**src/rtl/spi_mm_pkg.sv**
```systemverilog
package spi_mm_pkg;
  typedef struct packed {
    logic sel_n;
    logic lsb_first;
    logic cpol;
    logic cpha;
  } spi_cfg_t;

  localparam spi_cfg_t CFG_RESET = '{sel_n: 1'b1, lsb_first: 1'b0, cpol: 1'b0, cpha: 1'b0};
endpackage

```
**src/rtl/spi_mm_cfg_reg.sv**
```systemverilog
module spi_mm_cfg_reg
  import spi_mm_pkg::*;
(
  input  logic       clk,
  input  logic       rst,
  input  logic       we,
  input  logic [7:0] wdata,
  output spi_cfg_t   cfg,
  output logic [7:0] rdata
);
  spi_cfg_t cfg_q;

  always_ff @(posedge clk) begin
    if (rst) cfg_q <= CFG_RESET;
    else if (we) cfg_q <= spi_cfg_t'(wdata[3:0]);
  end

  assign cfg   = cfg_q;
  assign rdata = {4'b0000, cfg_q};
endmodule

```
**src/rtl/spi_mm_clkgen.sv**
```systemverilog
module spi_mm_clkgen #(
  parameter int HALF_DIV = 4
) (
  input  logic clk,
  input  logic rst,
  input  logic run,
  output logic tick
);
  localparam int CW = (HALF_DIV > 1) ? $clog2(HALF_DIV) : 1;
  localparam logic [CW-1:0] LAST = CW'(HALF_DIV - 1);

  logic [CW-1:0] cnt;

  always_ff @(posedge clk) begin
    if (rst || !run) cnt <= '0;
    else if (cnt == LAST) cnt <= '0;
    else cnt <= cnt + 1'b1;
  end

  assign tick = run && (cnt == LAST);
endmodule

```
**src/rtl/spi_mm_shifter.sv**
```systemverilog
module spi_mm_shifter
  import spi_mm_pkg::*;
#(
  parameter int DATA_W = 8
) (
  input  logic              clk,
  input  logic              rst,
  input  spi_cfg_t          cfg,
  input  logic              start,
  input  logic [DATA_W-1:0] tx_data,
  input  logic              tick,
  input  logic              miso,
  output logic              run,
  output logic              busy,
  output logic              done,
  output logic [DATA_W-1:0] rx_data,
  output logic              sclk,
  output logic              mosi
);
  localparam int EDGES = 2 * DATA_W;
  localparam int EW    = $clog2(EDGES);
  localparam logic [EW-1:0] LAST_EDGE = EW'(EDGES - 1);

  logic              busy_q, cpol_l, cpha_l, lsb_l;
  logic [EW-1:0]     ecnt;
  logic [DATA_W-1:0] txr, rxr, rx_nxt;
  logic              abort, sample_edge, last_edge;

  function automatic logic pick(input logic [DATA_W-1:0] v, input logic lsb);
    return lsb ? v[0] : v[DATA_W-1];
  endfunction

  function automatic logic [DATA_W-1:0] advance(input logic [DATA_W-1:0] v, input logic lsb);
    return lsb ? (v >> 1) : (v << 1);
  endfunction

  assign abort       = busy_q && ({cfg.cpol, cfg.cpha} != {cpol_l, cpha_l});
  assign sample_edge = (ecnt[0] == cpha_l);
  assign last_edge   = (ecnt == LAST_EDGE);
  assign rx_nxt      = lsb_l ? {miso, rxr[DATA_W-1:1]} : {rxr[DATA_W-2:0], miso};
  assign run         = busy_q && !abort;

  always_ff @(posedge clk) begin
    if (rst) begin
      busy_q  <= 1'b0;
      done    <= 1'b0;
      cpol_l  <= 1'b0;
      cpha_l  <= 1'b0;
      lsb_l   <= 1'b0;
      ecnt    <= '0;
      txr     <= '0;
      rxr     <= '0;
      rx_data <= '0;
      sclk    <= 1'b0;
      mosi    <= 1'b0;
    end else begin
      done <= 1'b0;
      if (!busy_q) begin
        sclk <= cfg.cpol;
        if (start) begin
          busy_q <= 1'b1;
          cpol_l <= cfg.cpol;
          cpha_l <= cfg.cpha;
          lsb_l  <= cfg.lsb_first;
          ecnt   <= '0;
          rxr    <= '0;
          if (!cfg.cpha) begin
            mosi <= pick(tx_data, cfg.lsb_first);
            txr  <= advance(tx_data, cfg.lsb_first);
          end else begin
            txr  <= tx_data;
          end
        end
      end else if (abort) begin
        busy_q <= 1'b0;
        sclk   <= cfg.cpol;
      end else if (tick) begin
        sclk <= ~sclk;
        ecnt <= ecnt + 1'b1;
        if (sample_edge) begin
          rxr <= rx_nxt;
        end else if (!last_edge) begin
          mosi <= pick(txr, lsb_l);
          txr  <= advance(txr, lsb_l);
        end
        if (last_edge) begin
          busy_q  <= 1'b0;
          done    <= 1'b1;
          rx_data <= cpha_l ? rx_nxt : rxr;
        end
      end
    end
  end

  assign busy = busy_q;
endmodule

```
**src/rtl/spi_mode_master.sv**
```systemverilog
module spi_mode_master
  import spi_mm_pkg::*;
#(
  parameter int DATA_W   = 8,
  parameter int HALF_DIV = 4
) (
  input  logic              clk,
  input  logic              rst,
  input  logic              cfg_we,
  input  logic [7:0]        cfg_wdata,
  output logic [7:0]        cfg_rdata,
  input  logic              start,
  input  logic [DATA_W-1:0] tx_data,
  output logic              busy,
  output logic              done,
  output logic [DATA_W-1:0] rx_data,
  output logic              sclk,
  output logic              mosi,
  input  logic              miso,
  output logic              ss_n
);
  spi_cfg_t cfg;
  logic     run, tick;

  spi_mm_cfg_reg u_cfg (
    .clk   (clk),
    .rst   (rst),
    .we    (cfg_we),
    .wdata (cfg_wdata),
    .cfg   (cfg),
    .rdata (cfg_rdata)
  );

  spi_mm_clkgen #(.HALF_DIV(HALF_DIV)) u_div (
    .clk  (clk),
    .rst  (rst),
    .run  (run),
    .tick (tick)
  );

  spi_mm_shifter #(.DATA_W(DATA_W)) u_eng (
    .clk     (clk),
    .rst     (rst),
    .cfg     (cfg),
    .start   (start),
    .tx_data (tx_data),
    .tick    (tick),
    .miso    (miso),
    .run     (run),
    .busy    (busy),
    .done    (done),
    .rx_data (rx_data),
    .sclk    (sclk),
    .mosi    (mosi)
  );

  assign ss_n = cfg.sel_n;
endmodule

```
**config.mk**
```make
export PLATFORM = sky130hd
export DESIGN_NAME = spi_mode_master
export DESIGN_NICKNAME = d
export VERILOG_FILES = /design/src/rtl/spi_mm_pkg.sv /design/src/rtl/spi_mm_cfg_reg.sv /design/src/rtl/spi_mm_clkgen.sv /design/src/rtl/spi_mm_shifter.sv /design/src/rtl/spi_mode_master.sv
export SDC_FILE = /design/constraint.sdc
export NUM_CORES = 1
export LEC_CHECK = 0
export CAP_MARGIN = 20
export CORE_MARGIN = 4
export CORE_UTILIZATION = 52
export DETAILED_ROUTE_END_ITERATION = 16
export GPL_ROUTABILITY_DRIVEN = 0
export PLACE_DENSITY = 0.79
export SYNTH_ARGS = -nofsm -noshare
export SYNTH_HDL_FRONTEND = slang
export SYNTH_HIERARCHICAL = 1
export SYNTH_SLANG_ARGS = --single-unit
```
**constraint.sdc**
```tcl
create_clock -name clk -period 2.9 [get_ports clk]
set_clock_uncertainty 0.1 [all_clocks]
set_input_delay 0.435 -clock clk [delete_from_list [all_inputs] [get_ports clk]]
set_output_delay 0.435 -clock clk [all_outputs]
set_load 0.01 [all_outputs]
```
# Word-level counts from Yosys, hierarchy flattened
# Index checks and enable logic that the tools add are counted.
# Widths: inputs -> output; s select.
# word_totals
romBits,0
output_inout_bits,21
ramBits,0
reg_bits,41
n_memories,0
latchBits,0
inputBits,21
# op_classes
order_cmp,0
div_mod_pow,0
n_shift,0
n_bitwise,4
muxes,38
eq_ne,11
add_sub_neg,2
n_mul,0
reduce_logical,15
# ops
operator,count
$mux 8,16
$mux 1,18
$mux 4,4
$ne 2x2->1 const B,5
$reduce_and 4->1,2
$reduce_and 6->1,1
$reduce_and 5->1,1
$add 4x1->4 const B,1
$eq 4x4->1 const B,1
$not 1->1,4
$reduce_or 4->1,1
$logic_and 1x1->1,3
$ne 3x3->1 const B,1
$reduce_and 3->1,1
$add 2x1->2 const B,1
$eq 2x2->1 const B,1
$logic_not 1->1,2
$ne 2x1->1 const B,1
$ne 2x2->1,1
$reduce_and 2->1,1
$reduce_bool 2->1,1
$reduce_or 2->1,1
$eq 1x1->1,1
$logic_or 1x1->1,1

# Logic depth before layout (Yosys ltp)
# Gate-level depths: netlist (run 1).
# logic_depth
ltp_word,8
ltp_mapped,10

# Modules after synthesis
# Netlist (run 1), hierarchy kept.
# modules_own_cells
mod,seq_area_each_um2,n_inst,area_per_inst_um2,cells_per_inst
spi_mm_shifter,700.7,1,1989.4,228
spi_mm_cfg_reg,80.1,1,207.7,22
spi_mm_clkgen,40.0,1,86.3,6

# Worst setup path after synthesis (run 1)
# Ideal clock, no wire load.
# synth_path
kind,register -> register
startpoint,"register u_cfg.cfg_q, in the netlist u_cfg/cfg[0]"
endpoint,register u_eng.ecnt[3]
synth_period_minus_slack_ns,2.693
arrival_ns,2.514
n_path_buf,2
path_slack_ns,0.207
setup_time_ns,0.079
path_stages_with_launch,11
path_cell_list,dfxtp_1 > buf_2 > xor2_4 > or3b_1 > inv_1 > and2_1 > nand2_1 > or3_1 > buf_2 > or3_1 > a211oi_2
# synth_between
elab_chain_cells,7
elab_cells_between_ends,8
classes_between,eq/ne (3); reduce/logical (5)
# synth_rtl
item,line,source
from (decl),spi_mm_cfg_reg.sv:11,spi_cfg_t cfg_q;
from (signal assigned),spi_mm_cfg_reg.sv:15,else if (we) cfg_q <= spi_cfg_t'(wdata[3:0]);
$ne 2x2->1,spi_mm_shifter.sv:37,"assign abort = busy_q && ({cfg.cpol, cfg.cpha} != {cpol_l, cpha_l});"
$logic_and 1x1->1,spi_mm_shifter.sv:37,
$logic_not 1->1,spi_mm_shifter.sv:41,assign run = busy_q && !abort;
$logic_and 1x1->1,spi_mm_shifter.sv:41,
named net run,spi_mode_master.sv:23,"logic run, tick;"
$logic_and 1x1->1,spi_mm_clkgen.sv:20,assign tick = run && (cnt == LAST);
named net tick,spi_mode_master.sv:23,
$ne 2x2->1 (no line),--,
$reduce_and 3->1 (no line),--,
to (signal assigned),spi_mm_shifter.sv:79,ecnt <= ecnt + 1'b1;
to (decl),spi_mm_shifter.sv:25,logic [EW-1:0] ecnt;
# The timed path passes the listed nets, and every way through them passes these cells.
# A chain may end at the register's enable or synchronous reset.

# Worst setup path after layout (run 1)
# layout_path
startpoint,register u_eng.cpol_l
endpoint,register u_eng.ecnt[3]
# layout_between
elab_chain_cells,7
elab_cells_between_ends,8
classes_between,eq/ne (3); reduce/logical (5)
# layout_rtl
item,line,source
from (decl),spi_mm_shifter.sv:24,"logic busy_q, cpol_l, cpha_l, lsb_l;"
from (signal assigned),spi_mm_shifter.sv:62,cpol_l <= cfg.cpol;
$ne 2x2->1,spi_mm_shifter.sv:37,
$logic_and 1x1->1,spi_mm_shifter.sv:37,
$logic_not 1->1,spi_mm_shifter.sv:41,
$logic_and 1x1->1,spi_mm_shifter.sv:41,
named net run,spi_mode_master.sv:23,
$logic_and 1x1->1,spi_mm_clkgen.sv:20,
named net tick,spi_mode_master.sv:23,
$ne 2x2->1 (no line),--,
$reduce_and 3->1 (no line),--,
# The timed path passes the listed nets, and every way through them passes these cells.

==> results of run 1 <==
logic make-up (layout without fill, tap and decap cells):
family	Yosys count	count (layout)	synth area share, %
AOI/OAI and AO/OA	38	38	11.34
xor gates and xnor gates	5	5	3.069
adders and majority gates	2	2	1.096
buffers and inverters	28	53	6.466
DFF	41	41	35.95
muxes	50	50	22.41
other	1	4	0.1642
and+or+nand+nor	91	91	19.51
stage by stage:
step | hold slack [ns] | total power, mW | instances | util [%]
after floorplan | 0.3190 | 0.7366 | 259 | -
after global placement | 0.3304 | 0.7927 | 328 | 63.91
after detailed placement | 0.3360 | 0.7965 | 328 | 63.91
after CTS | 0.3456 | 1.138 | 334 | 65.70
after global routing | 0.3635 | 1.179 | 334 | 65.70
final | 0.3400 | 1.124 | 334 | 65.70
placed cells by master (no fill, tap or decap), types with 2 or more instances in the layout:
master	instances
or3_1	2
conb_1	4
buf_4	10
nand2b_1	2
nor3_1	2
clkinv_1	2
clkbuf_8	5
mux2_1	6
nand2_1	39
o21ai_0	7
inv_1	2
ha_1	2
a21oi_1	15
mux2_2	3
nand3_1	5
o211ai_1	7
nor2_1	30
clkdlybuf4s50_1	33
mux2i_1	41
dfxtp_1	41
nor4_4	2
xor2_1	2
power groups by stage:
stage | combinational, mW | sequential, mW | clock [mW]
floorplan | 0.128 | 0.609 | 0
detailed placement | 0.179 | 0.617 | 0
global placement | 0.177 | 0.616 | 0
CTS | 0.180 | 0.604 | 0.354
global route | 0.197 | 0.607 | 0.375
finish | 0.179 | 0.604 | 0.341
final timing paths:
path              endpoint  slack (ns)
max          u_eng/ecnt[3]        0.25
min           u_div/cnt[0]        0.34
max reg2reg  u_eng/ecnt[3]        0.25
min reg2reg   u_div/cnt[0]        0.34
worst max-delay path: stages, from the launching register on:
cell,delay (ns)
dfxtp_1,0.34
xor2_2,0.25
or3b_1,0.47
inv_1,0.10
and2_1,0.19
nand2_1,0.10
or3_1,0.42
or3_1,0.39
a211oi_2,0.21
state kept, by name, summed over array words and instances, names as in the netlist:
register,cells
u_cfg/cfg,4
u_div/cnt,2
u_eng/busy,1
u_eng/cpha_l,1
u_eng/cpol_l,1
u_eng/done,1
u_eng/ecnt,4
u_eng/lsb_l,1
u_eng/mosi,1
u_eng/rx_data,8
u_eng/rxr,8
u_eng/sclk,1
u_eng/txr,8
area by class of cell:
class / count / area share [%]
Clock buffer: 5 / 2.545
Tap cell: 50 / 2.314
Sequential cell: 41 / 30.36
Clock inverter: 1 / 0.1851
Timing Repair Buffer: 43 / 14.99
Multi-Input combinational cell: 190 / 49.05
Inverter: 4 / 0.5553
per-layer routing:
| layer | share of wire, % | GRT usage (%) |
|---|---|---|
| met4 | 1.5 | 6.522 |
| met1 | 48 | 21.92 |
| met2 | 45 | 30.31 |
| met5 | 0 | 0 |
| met3 | 5.7 | 4.730 |
==> reports/results.txt, run 1 <==
Post-synth EDFFs - 0
Worst-Margin Slew - 0.8990 ns
Seq/Total Area, Yosys - 35.95%
Synth area leaders - dfxtp_1 (36%), mux2i_1 (18%), nand2_1 (6.4%)
hold wc startpoint - u_div/cnt[0]
CP arrival - 2.77 ns
Finish-stage setup viols - 0
vias per inst - 5.452
part of the power in combinational logic - 15.9%
Place WS - 0.2661 ns
Worst slew margin - 39.98%
Avg WL per Cell - 13.43 um
Req. time, crit path - 3.02 ns
Resize count post-CTS - 0
CP max FO - 6
CP Launch Point - u_eng/cpol_l
post-DP HPWL - 3201 um
Startpoint Class - register
clock-pin slew on the worst setup and hold paths - 0.07 ns
worst reg-to-reg path cell count - 8
MaxCap Viol Count - 0
initial antenna violation count - 0
Layout fillers - 341
HP Class - register to register
Worst Hold Path Cells - 1
row cnt - 23
Cell variety after synth - 46
Post-route DRC - 0
Reg power frac - 53.7%
post-route ant nets - 0
# diodes - 0
floorplan core area - 0.004115 mm2
crit path time final - 2.649 ns
initial DRC count - 115
Power Density - 415.8 mW/mm2
Worst setup EP type - register
Tcrit/Tclk final - 91.35%
Final Net Count - 308
CP Class - register to register
Die H - 74.27 um
Fin. Hold Viols - 0
Final TNS setup - 0 ns
H-tree levels - 2
clk sinks - 41
first-pass GRT wire length - 7645 um
post-synth top area share - 35.95%
CTS tree - built
hold_buf cts - 0
count of state elements after synthesis - 41
asr flop ratio synth - 0%
Yosys top cell by area - dfxtp_1
VDD IR max - 304.0 uV
total CTS buffers - 5
RSZ-0062 raised after global routing - no
post-synthesis average cell area - 8.920 um2
vias post-DR - 1,821
Routed WL - 4486 um
Clock power frac - 30.3%
synth-to-layout area growth - 18.41%
clock latency on the worst-skew pair - 0.29 ns
run status - completed
placed instance area - 0.002630 mm2
largest net degree at the start of global routing - 33
Tot GR Track Use - 17.90%
yosys synthesis warning count - 6
FF/Latch Area - 820.8 um2
Buffers on Ports - 33
Net Sw Frac - 26.28%
DIE AREA - 0.005515 mm2
Mapped Cells - 256
maximum buffer depth of the clock tree - 2
IO Count - 42
CTS root buffer - clkbuf_8
setup ws final - 0.2509 ns
Critical R2R Launch - u_eng/cpol_l
Leakage - 0.9589 nW
Max Transition Viols Final - 0
P_sw - 295.4 uW
remaining global-route overflow - 0
initial core utilization - 55.49%
mapped cell area - 0.002283 mm2
die width - 74.27 um
post-CTS setup buffer count - 0
post-route cell area - 0.002704 mm2
vias in the first global route - 1,733
multi-input combinational cell area - 0.001326 mm2
Post-synth top cells - dfxtp_1 (41), mux2i_1 (41), nand2_1 (39)
share of layout cells above drive strength 1 - 10.21%
Initial DRT Pass Iterations - 5
Synth Flop Type - dfxtp_1
Pint - 828.7 uW
FMAX - 377.5 MHz
Note: power is estimated with default switching activity, not from simulation.
==> run 2, diff against run 1 <==
--- a/config.mk
+++ b/config.mk
@@ -10,8 +10,7 @@
 export CORE_UTILIZATION = 52
 export DETAILED_ROUTE_END_ITERATION = 16
 export GPL_ROUTABILITY_DRIVEN = 0
-export PLACE_DENSITY = 0.79
+export PLACE_DENSITY = 0.8
 export SYNTH_ARGS = -nofsm -noshare
 export SYNTH_HDL_FRONTEND = slang
-export SYNTH_HIERARCHICAL = 1
 export SYNTH_SLANG_ARGS = --single-unit
==> run 2 against run 1 <==
Fmax up 27%; cell count is 0.60% higher; critical path depth down 6; synthesized cell count rose by 1.2%; critical path type is now register to output port; routed wire length increased by 3.4%; combinational power grew 3%; non-clock buffer count down 3; synthesized area fell by 1.6%; clock power is 41% higher; largest power group unchanged; largest cell class unchanged; global-route usage rose by 1.2 points; utilization rose by 0.34 points.
==> reports/results.txt, run 2 <==
Startpoint Class - register
Worst slew margin - 53.12% (+13 points)
Seq/Total Area, Yosys - 36.53% (+0.58 points)
Synth Flop Type - dfxtp_1
post-CTS setup buffer count - 0 (unchanged)
initial core utilization - 54.99% (-0.50 points)
asr flop ratio synth - 0% (unchanged)
Max Transition Viols Final - 0 (unchanged)
FMAX - 480.6 MHz (+27%)
Finish-stage setup viols - 0 (unchanged)
MaxCap Viol Count - 0 (unchanged)
synth-to-layout area growth - 20.10%
total CTS buffers - 5 (unchanged)
Worst setup EP type - output port
crit path time final - 2.081 ns (-0.5685 ns)
Die H - 73.74 um (-0.71%)
Yosys top cell by area - dfxtp_1
first-pass GRT wire length - 8176 um (+6.9%)
maximum buffer depth of the clock tree - 2 (unchanged)
Req. time, crit path - 2.37 ns (-0.65 ns)
Cell variety after synth - 43 (-6.5%)
RSZ-0062 raised after global routing - no
H-tree levels - 2 (unchanged)
floorplan core area - 0.004086 mm2 (-0.70%)
most common cell in the netlist - mux2i_1
post-synth top area share - 36.53% (+0.58 points)
vias post-DR - 1,894 (+4.0%)
Worst-Margin Slew - 0.7022 ns (-0.1968 ns)
Leakage - 0.9492 nW (-1.0%)
clock-pin slew on the worst setup and hold paths - 0.08 ns (about the same)
hold_buf cts - 0 (unchanged)
CP arrival - 1.55 ns (-1.22 ns)
setup ws final - 0.8195 ns (+0.5685 ns)
count of state elements after synthesis - 41 (unchanged)
Mapped Cells - 259 (+1.2%)
largest net degree at the start of global routing - 31 (-6.1%)
Post-route DRC - 0 (unchanged)
Tcrit/Tclk final - 71.74% (-20 points)
Avg WL per Cell - 13.81 um (+2.8%)
Fin. Hold Viols - 0 (unchanged)
post-route ant nets - 0 (unchanged)
CTS tree - built
Post-synth EDFFs - 0 (unchanged)
most common cell after layout, fill and taps aside - mux2i_1
HP Class - register to register
Synth area leaders - dfxtp_1 (37%), mux2i_1 (19%), nand2_1 (5.5%)
post-DP HPWL - 3240 um (+1.2%)
final total power - 1.271 mW (+13%)
Final Net Count - 308 (unchanged)
Min Hold Slack - 0.3377 ns (-0.002358 ns)
yosys synthesis warning count - 0 (-6)
commonest non-fill, non-tap cells in the layout - mux2i_1 (42), dfxtp_1 (41), nand2_1 (33), clkdlybuf4s50_1 (33), a21oi_1 (23)
vias per inst - 5.637 (+3.4%)
Tot GR Track Use - 19.09% (+1.2 points)
IO Count - 42 (unchanged)
Place WS - 0.7357 ns (+0.4696 ns)
clk sinks - 41 (unchanged)
Post-synth top cells - mux2i_1 (42), dfxtp_1 (41), nand2_1 (33)
run status - completed
remaining global-route overflow - 0 (unchanged)
Resize count post-CTS - 0 (unchanged)
mapped cell area - 0.002247 mm2 (-1.6%)
row cnt - 23 (unchanged)
# diodes - 0 (unchanged)
initial DRC count - 160 (+39%)
die width - 73.74 um (-0.71%)
Buffers on Ports - 33 (unchanged)
initial antenna violation count - 0 (unchanged)
CP max FO - 20 (+14)
clock latency on the worst-skew pair - 0.29 ns (about the same)
Initial DRT Pass Iterations - 4 (-1)
vias in the first global route - 1,874 (+8.1%)
Power Density - 470.9 mW/mm2 (+13%)
Routed WL - 4640 um (+3.4%)
post-synthesis average cell area - 8.676 um2 (-2.7%)
share of layout cells above drive strength 1 - 7.692% (-2.5 points)
Largest regs - u_eng.rx_data: 8 flops, u_eng.rxr: 8 flops, u_eng.txr: 8 flops
CTS root buffer - clkbuf_8
DIE AREA - 0.005437 mm2 (-1.4%)
Final TNS setup - 0 ns (unchanged)
VDD IR max - 426.3 uV (+40%)
CP Class - register to output port
-- run 2: metrics by stage --
step	utilization (%)	std cells	area (um2)
after global placement	63.10	328	2579
final	66.04	336	2699
after floorplan	-	262	2258
after global routing	66.04	336	2699
after detailed placement	63.10	328	2579
after CTS	66.04	336	2699
-- run 2: worst paths after layout --
path	start	end	slack, ns	cells past startpoint
worst max-delay path	u_cfg.cfg[0]	cfg_rdata[0]	0.82	2
worst min-delay path	u_div.cnt[0]	u_div.cnt[0]	0.34	1
worst max register to register	u_eng.cpha_l	u_eng.txr[0]	0.90	4
worst min register to register	u_div.cnt[0]	u_div.cnt[0]	0.34	1
-- run 2: critical path, cell delays in order (launching register included) --
cell and delay [ns]:
dfxtp_1 0.42, buf_4 0.26, clkdlybuf4s50_1 0.57
-- run 2: final cells by class --
cell class	count	area, um2
fill	358	1388
multi-input combinational	195	1305
sequential	41	820.8
timing repair buffer	40	382.9
clock buffer	6	82.58
tap	50	62.56
clock inverter	2	37.54
inverter	2	7.507
-- run 2: kinds of logic after synthesis --
logic type | Yosys count | synth area share [%]
xor gates and xnor gates | 6 | 3.007
other | 1 | 0.1669
muxes | 43 | 19.21
AOI/OAI and AO/OA | 55 | 15.76
DFF | 41 | 36.53
adders and majority gates | 2 | 1.113
buffers and inverters | 26 | 6.180
and+or+nand+nor | 85 | 18.04
-- run 2: routing by layer --
layer / GRT usage [%] / wire, um
met2: 29.13 / 2066
met1: 25.59 / 2270
met3: 4.788 / 228
met5: 0 / 0
met4: 7.847 / 75
-- run 2: report_power, final --
part / total, mW / switching [mW] / internal (mW) / leakage [nW]
logic: 0.184 / 0.0950 / 0.0887 / 0.559
registers: 0.606 / 0.0233 / 0.583 / 0.333
clock network: 0.481 / 0.202 / 0.280 / 0.0574
